===== config.mk =====
export PLATFORM = sky130hd
export DESIGN_NAME = remap_attr_reg
export DESIGN_NICKNAME = d
export VERILOG_FILES = /design/src/rtl/remap_pkg.sv /design/src/rtl/remap_access_dec.sv /design/src/rtl/remap_bank_store.sv /design/src/rtl/remap_attr_lookup.sv /design/src/rtl/remap_attr_reg.sv
export SDC_FILE = /design/constraint.sdc
export NUM_CORES = 1
export LEC_CHECK = 0
export CAP_MARGIN = 20
export CORE_AREA = 2 2 58 82
export DETAILED_ROUTE_END_ITERATION = 8
export DIE_AREA = 0 0 60 84
export PLACE_DENSITY_LB_ADDON = 0.15
export SLEW_MARGIN = 15
export SYNTH_ARGS = -nofsm -noshare
export SYNTH_HDL_FRONTEND = slang
export SYNTH_SLANG_ARGS = --single-unit

===== constraint.sdc =====
create_clock -name clk -period 3.25 [get_ports clk]
set_input_delay 0.4875 -clock clk [delete_from_list [all_inputs] [get_ports clk]]
set_output_delay 0.4875 -clock clk [all_outputs]
set_load 0.02 [all_outputs]

===== src/rtl/remap_pkg.sv =====
// Package: shared widths, select constants and reset image for the
// banked attribute remap register. Assumes 2-bit fields, 7 live indices.
package remap_pkg;
    localparam int REG_W     = 32;
    localparam int FIELD_W   = 2;
    localparam int IDX_W     = 3;
    localparam int NUM_IDX   = 7;
    localparam int LIVE_W    = NUM_IDX * FIELD_W;
    localparam int NUM_BANKS = 2;
    localparam int OP_W      = 3;
    localparam int RN_W      = 4;

    localparam logic [OP_W-1:0] SEL_OP   = 3'd0;
    localparam logic [RN_W-1:0] SEL_PRIM = 4'd10;
    localparam logic [RN_W-1:0] SEL_SEC  = 4'd2;

    typedef enum logic [FIELD_W-1:0] {
        ATTR_NC    = 2'b00,
        ATTR_WB_WA = 2'b01,
        ATTR_WT    = 2'b10,
        ATTR_WB    = 2'b11
    } attr_e;

    // Reset attribute per index, chosen so the lookup matches the default map.
    function automatic attr_e reset_attr(input int k);
        case (k)
            2:       return ATTR_WT;
            3:       return ATTR_WB;
            5:       return ATTR_WT;
            default: return ATTR_NC;
        endcase
    endfunction

    // Reset image of the live bits, built from the per-index attributes.
    function automatic logic [LIVE_W-1:0] reset_image();
        logic [LIVE_W-1:0] v;
        v = '0;
        for (int k = 0; k < NUM_IDX; k++) v[k*FIELD_W +: FIELD_W] = reset_attr(k);
        return v;
    endfunction
endpackage


===== src/rtl/remap_access_dec.sv =====
// Module: decodes an access request, applies the privilege and secure
// write-lock rules, and produces per-bank write enables and a read grant.
// Assumes bank 0 is secure, bank 1 non-secure (bank index = ns bit).
module remap_access_dec
    import remap_pkg::*;
(
    input  logic                 valid,
    input  logic                 write,
    input  logic [OP_W-1:0]      op,
    input  logic [RN_W-1:0]      prim,
    input  logic [RN_W-1:0]      sec,
    input  logic                 priv,
    input  logic                 ns,
    input  logic                 lock,
    output logic                 undef,
    output logic                 rd_en,
    output logic [NUM_BANKS-1:0] wr_en
);
    logic hit;
    logic deny;
    logic grant;

    // Register selection and permission check.
    always_comb begin
        hit   = valid && (op == SEL_OP) && (prim == SEL_PRIM) && (sec == SEL_SEC);
        deny  = !priv || (write && !ns && lock);
        undef = hit && deny;
        grant = hit && !deny;
        rd_en = grant && !write;
    end

    // One write enable per bank, steered by security state.
    for (genvar b = 0; b < NUM_BANKS; b++) begin : g_wen
        assign wr_en[b] = grant && write && (ns == b[0]);
    end
endmodule


===== src/rtl/remap_bank_store.sv =====
// Module: holds the live bits of each bank. Synchronous active-low reset
// loads the default image; unused upper bits are never stored.
module remap_bank_store
    import remap_pkg::*;
(
    input  logic                 clk,
    input  logic                 rst_n,
    input  logic [NUM_BANKS-1:0] wr_en,
    input  logic [LIVE_W-1:0]    wdata,
    output logic [LIVE_W-1:0]    bank_q [NUM_BANKS]
);
    localparam logic [LIVE_W-1:0] RST_IMG = reset_image();

    for (genvar b = 0; b < NUM_BANKS; b++) begin : g_bank
        // Per-bank register: reset image, then load on its write enable.
        always_ff @(posedge clk) begin
            if (!rst_n)        bank_q[b] <= RST_IMG;
            else if (wr_en[b]) bank_q[b] <= wdata;
        end
    end
endmodule


===== src/rtl/remap_attr_lookup.sv =====
// Module: picks the 2-bit attribute field for a region-type index out of
// one bank value. Indices at or beyond NUM_IDX return non-cacheable.
module remap_attr_lookup
    import remap_pkg::*;
(
    input  logic [LIVE_W-1:0]  bank,
    input  logic [IDX_W-1:0]   idx,
    output logic [FIELD_W-1:0] attr
);
    // Field multiplexer over the live indices.
    always_comb begin
        attr = ATTR_NC;
        for (int k = 0; k < NUM_IDX; k++) begin
            if (idx == IDX_W'(k)) attr = bank[k*FIELD_W +: FIELD_W];
        end
    end
endmodule


===== src/rtl/remap_attr_reg.sv =====
// Module (top): banked inner-attribute remap register with a coprocessor
// access port and a combinational lookup port. Reads and lookups are
// same-cycle; writes land on the next clock edge.
module remap_attr_reg
    import remap_pkg::*;
(
    input  logic               clk,
    input  logic               rst_n,
    input  logic               acc_valid,
    input  logic               acc_write,
    input  logic [OP_W-1:0]    acc_op,
    input  logic [RN_W-1:0]    acc_prim,
    input  logic [RN_W-1:0]    acc_sec,
    input  logic               acc_priv,
    input  logic               acc_ns,
    input  logic [REG_W-1:0]   acc_wdata,
    input  logic               sec_wr_lock,
    output logic [REG_W-1:0]   acc_rdata,
    output logic               acc_undef,
    input  logic               lk_ns,
    input  logic [IDX_W-1:0]   lk_idx,
    output logic [FIELD_W-1:0] lk_attr
);
    logic                 rd_en;
    logic [NUM_BANKS-1:0] wr_en;
    logic [LIVE_W-1:0]    bank_q [NUM_BANKS];
    logic [LIVE_W-1:0]    sec_val;
    logic [LIVE_W-1:0]    ns_val;
    logic [LIVE_W-1:0]    lk_bank;
    logic                 wdata_unused;

    assign wdata_unused = ^acc_wdata[REG_W-1:LIVE_W];

    remap_access_dec u_dec (
        .valid (acc_valid),
        .write (acc_write),
        .op    (acc_op),
        .prim  (acc_prim),
        .sec   (acc_sec),
        .priv  (acc_priv),
        .ns    (acc_ns),
        .lock  (sec_wr_lock),
        .undef (acc_undef),
        .rd_en (rd_en),
        .wr_en (wr_en)
    );

    remap_bank_store u_store (
        .clk    (clk),
        .rst_n  (rst_n),
        .wr_en  (wr_en),
        .wdata  (acc_wdata[LIVE_W-1:0]),
        .bank_q (bank_q)
    );

    assign sec_val = bank_q[0];
    assign ns_val  = bank_q[1];

    // Read path: zero-extend the selected bank when a read is granted.
    always_comb begin
        acc_rdata = '0;
        if (rd_en) acc_rdata[LIVE_W-1:0] = acc_ns ? ns_val : sec_val;
    end

    // Lookup bank choice follows the lookup port's own security select.
    assign lk_bank = lk_ns ? ns_val : sec_val;

    remap_attr_lookup u_lookup (
        .bank (lk_bank),
        .idx  (lk_idx),
        .attr (lk_attr)
    );
endmodule


# After elaboration in Yosys (flattened, before gate mapping)
# Index checks and enable logic that the tools add are counted.
[op_classes]
eq_ne = 8
mux = 10
bitwise = 1
reduce_logical = 18
[ops]
columns = ["operator", "n"]
rows = [
  ["$mux W14", 3],
  ["$mux W2", 7],
  ["$logic_and A1 B1 Y1", 11],
  ["$eq A3 B3 Y1 const B", 3],
  ["$eq A3 B2 Y1 const B", 2],
  ["$logic_not A3 Y1", 2],
  ["$eq A4 B2 Y1 const B", 1],
  ["$eq A4 B4 Y1 const B", 1],
  ["$logic_not A1 Y1", 4],
  ["$eq A3 B1 Y1 const B", 1],
  ["$logic_or A1 B1 Y1", 1],
  ["$not A1 Y1", 1],
]
[word_totals]
regBits = 28
in_bits = 54
output_inout_bits = 35
wordCells = 39

# Longest topological paths before layout
[depth]
depth_word = 8
mapped_depth = 7
ltp_nobuf = 4

# Cells and area by module
# From an unflattened synthesis, not the netlist that was laid out.
[hier_totals]
cells_unflattened = 188
area_unflattened_um2 = 1905.6
[modules_own_cells]
columns = ["mod", "instances", "cells_per_inst", "area_per_inst_um2", "seq_area_each_um2"]
rows = [
  ["remap_bank_store", 1, 91, 1074.8, 560.5],
  ["remap_attr_reg", 1, 65, 565.5, 0.0],
  ["remap_attr_lookup", 1, 20, 175.2, 0.0],
  ["remap_access_dec", 1, 12, 90.1, 0.0],
]

# Worst setup path before layout
# Ideal clock, no wire load.
[synth_path]
path_type = "input to output"
startpoint = "input port acc_op[1]"
endpoint = "output port acc_rdata[10]"
arrival_time_ns = 2.011
required_time_ns = 2.762
setup_slack_ns = 0.752
cell_stages = 6
path_buffers = 3
path_cell_list = "or4b_1 buf_2 or3_1 buf_2 buf_6 nor2_1"
[synth_via]
elab_chain_len = 7
[synth_rtl]
columns = ["item", "line", "source"]
rows = [
  ["start: declaration", "remap_attr_reg.sv:11", "input logic [OP_W-1:0] acc_op,"],
  ["$logic_not A3 Y1", "remap_access_dec.sv:25", "hit = valid && (op == SEL_OP) && (prim == SEL_PRIM) && (sec == SEL_SEC);"],
  ["$logic_and A1 B1 Y1 (3 in a row)", "remap_access_dec.sv:25", ""],
  ["$logic_and A1 B1 Y1", "remap_access_dec.sv:28", "grant = hit && !deny;"],
  ["$logic_and A1 B1 Y1", "remap_access_dec.sv:29", "rd_en = grant && !write;"],
  ["$mux W14", "remap_attr_reg.sv:62", "if (rd_en) acc_rdata[LIVE_W-1:0] = acc_ns ? ns_val : sec_val;"],
  ["end: declaration", "remap_attr_reg.sv:18", "output logic [REG_W-1:0] acc_rdata,"],
]
# No other way between the ends.

# Worst setup path in the final report
[layout_path]
startpoint = "input port acc_op[1]"
endpoint = "output port acc_undef"
[layout_via]
elab_chain_len = 5
[layout_rtl]
columns = ["item", "line", "source"]
rows = [
  ["$logic_not A3 Y1", "remap_access_dec.sv:25", ""],
  ["$logic_and A1 B1 Y1 (3 in a row)", "remap_access_dec.sv:25", ""],
  ["$logic_and A1 B1 Y1", "remap_access_dec.sv:27", "undef = hit && deny;"],
  ["end: declaration", "remap_attr_reg.sv:19", "output logic acc_undef,"],
]
# No other way between the ends.

==> results.json <==
{
  "ant_nets": 0,
  "leakage_uw": 0.001250,
  "vias_per_cell": 4.676,
  "wire_per_inst_um": 12.64,
  "core-area_mm2": 0.004390,
  "maxCapViolations": 0,
  "syn_area_mm2": 0.001829,
  "dr.pass1.iters": 4,
  "cp-start-kind": "input port",
  "totalWireLength_mm": 4.059,
  "antenna_cells": 0,
  "yosysWarnings": 0,
  "endpoint_kind": "primary output",
  "rsz0062_at_grt": "false",
  "crit_arrival_ns": 2.41,
  "fill_cells": 427,
  "crit_required_ns": 2.76,
  "synthToLayoutAreaGrowth_pct": 33.86,
  "place_area_mm2": 0.002367,
  "grt_antenna_before_repair": 0,
  "nets": 315,
  "die_w_um": 60,
  "dieHeight_um": 84,
  "ys_ff_latch": 28,
  "largestRegisters": "u_store.bank_q x28",
  "setup_viol": 0,
  "gp_congestion": 0.7890,
  "top_register": "u_store.bank_q",
  "hpwl_mm": 3.040,
  "initial_core_util": 0.4166,
  "post_cts_buffers": 0,
  "fin_skew_ns": 0,
  "critPathKind": "in -> out",
  "power_density_mw_per_mm2": 266.1,
  "fin_tns_setup_ns": 0,
  "io_buffers": 52,
  "maxSlewHeadroom": 0.5972,
  "grt_first_pass_wirelength_mm": 6.762,
  "max_freq_ghz": 0.3447,
  "drt_iter0_drc": 23,
  "place_inst": 318,
  "drive_gt1_frac": 0.08494,
  "finalWorstSetupSlack_ns": 0.3487,
  "numCtsBuffers": 3,
  "cts-root-buf": "clkbuf_8",
  "pre_cts_slack_ns": 0.03575,
  "tightest_slew_ns": 0.6042,
  "clk_latency_ns": 0.27,
  "cts_hold_buffers": 0,
  "post_layout_nonfiller_instances": 321,
  "drc": 0,
  "syn_area_per_cell_um2": 8.837,
  "hp-class": "reg -> reg",
  "ys_types": 28,
  "slew_violations": 0,
  "ir_drop_v": 0.0002286,
  "grt_max_degree": 43,
  "largest_reg_flops": 28,
  "final_cell_area_mm2": 0.002449,
  "cts_tree": "done",
  "vias": 1501,
  "ys_seq_area_frac": 0.3064,
  "path_clk_slew_ns": 0.09,
  "worst-path-max-fanout": 4,
  "post-route-period-util": 0.8927,
  "grt_usage": 0.1723,
  "grt_pass1_vias": 1489,
  "clk_path_buf_depth": 2,
  "synth_cells": 207,
  "status": "finished clean",
  "top_level_ports": 89,
  "final_cell_mix": "54 x mux2i_1, 36 x clkdlybuf4s50_1, 33 x nand2_1",
  "clock-sinks": 28,
  "finalCriticalPeriod_ns": 2.901,
  "cts_resized": 0,
  "core.rowCount": 29,
  "finalPower_uw": 651.6,
  "htree_levels": 1,
  "dieArea_mm2": 0.005040,
  "final_common_cell": "mux2i_1",
  "grt_overflow_total": 0,
  "finalHoldViolations": 0
}
[cell families (layout without fill, tap and decap cells)]
group           Yosys count  after routing  synth area share
compound gates            7              7           0.03010
simple gates             81             81            0.2305
other cells               1             18          0.002050
mux                      56             56            0.3078
flops                    28             28            0.3064
buf+inv                  34             69            0.1231
[Yosys cell counts]
cell | count | area [um^2]
mux2i_1 | 54 | 540.5
nand2_1 | 33 | 123.9
dfxtp_1 | 28 | 560.5
buf_4 | 19 | 142.6
nor2_1 | 19 | 71.32
nor2b_1 | 13 | 81.33
clkbuf_1 | 7 | 26.28
buf_2 | 3 | 15.01
buf_6 | 3 | 33.78
nand3b_1 | 3 | 22.52
a21oi_1 | 2 | 10.01
a32o_1 | 2 | 20.02
mux2_2 | 2 | 22.52
nor4_1 | 2 | 12.51
o32ai_1 | 2 | 17.52
or3_1 | 2 | 12.51
or4_1 | 2 | 15.01
a211oi_1 | 1 | 7.510
and4bb_2 | 1 | 12.51
buf_1 | 1 | 3.750
conb_1 | 1 | 3.750
inv_1 | 1 | 3.750
nand4_1 | 1 | 6.260
nor3_2 | 1 | 10.01
nor3b_1 | 1 | 7.510
nor4_4 | 1 | 21.27
nor4b_2 | 1 | 15.01
or4b_1 | 1 | 10.01
[stage by stage]
| step | hold slack (ns) | utilization |
|---|---|---|
| after global placement | 0.4566 | 0.5392 |
| after CTS | 0.4806 | 0.5486 |
| after detailed placement | 0.4652 | 0.5392 |
| final | 0.4771 | 0.5577 |
| after floorplan | 0.4439 | - |
| after global routing | 0.5016 | 0.5577 |
[where the power goes]
group	total [uW]	internal (uW)	switching [uW]
logic	125	64.6	60.8
registers	343	343	0.00666
clock network	184	83.1	100
total	652	490	161
[worst paths after layout]
check                          start            endpoint  slack (ns)  depth (start not counted)
setup / recovery           acc_op[1]           acc_undef        0.35                          5
hold / removal    u_store.bank_q[13]  u_store.bank_q[13]        0.48                          2
setup reg to reg   u_store.bank_q[5]   u_store.bank_q[5]        2.59                          2
hold reg to reg   u_store.bank_q[13]  u_store.bank_q[13]        0.48                          2
[worst max-delay path, stage by stage]
cell and delay (ns):
clkdlybuf4s50_1 0.39, or4b_1 0.54, buf_4 0.18, a211oi_1 0.19
clkdlybuf4s50_1 0.63
[layout make-up]
| cell class | count | area, um^2 | area share |
|---|---|---|---|
| clock buffers | 3 | 41.29 | 0.01686 |
| inverters | 1 | 3.754 | 0.001533 |
| multi-input cells | 162 | 1107 | 0.4522 |
| flip-flops and latches | 28 | 560.5 | 0.2289 |
| well taps | 62 | 77.57 | 0.03168 |
| repair buffers | 65 | 658.1 | 0.2688 |
[routing by layer]
layer	vias to the layer above	GRT usage	wire, um
li1	776	-	-
met1	671	0.2093	1702
met3	4	0.02636	251
met4	0	0.05455	40
met2	50	0.2994	2065
met5	-	0	0
Note: power is estimated with default switching activity, not from simulation.
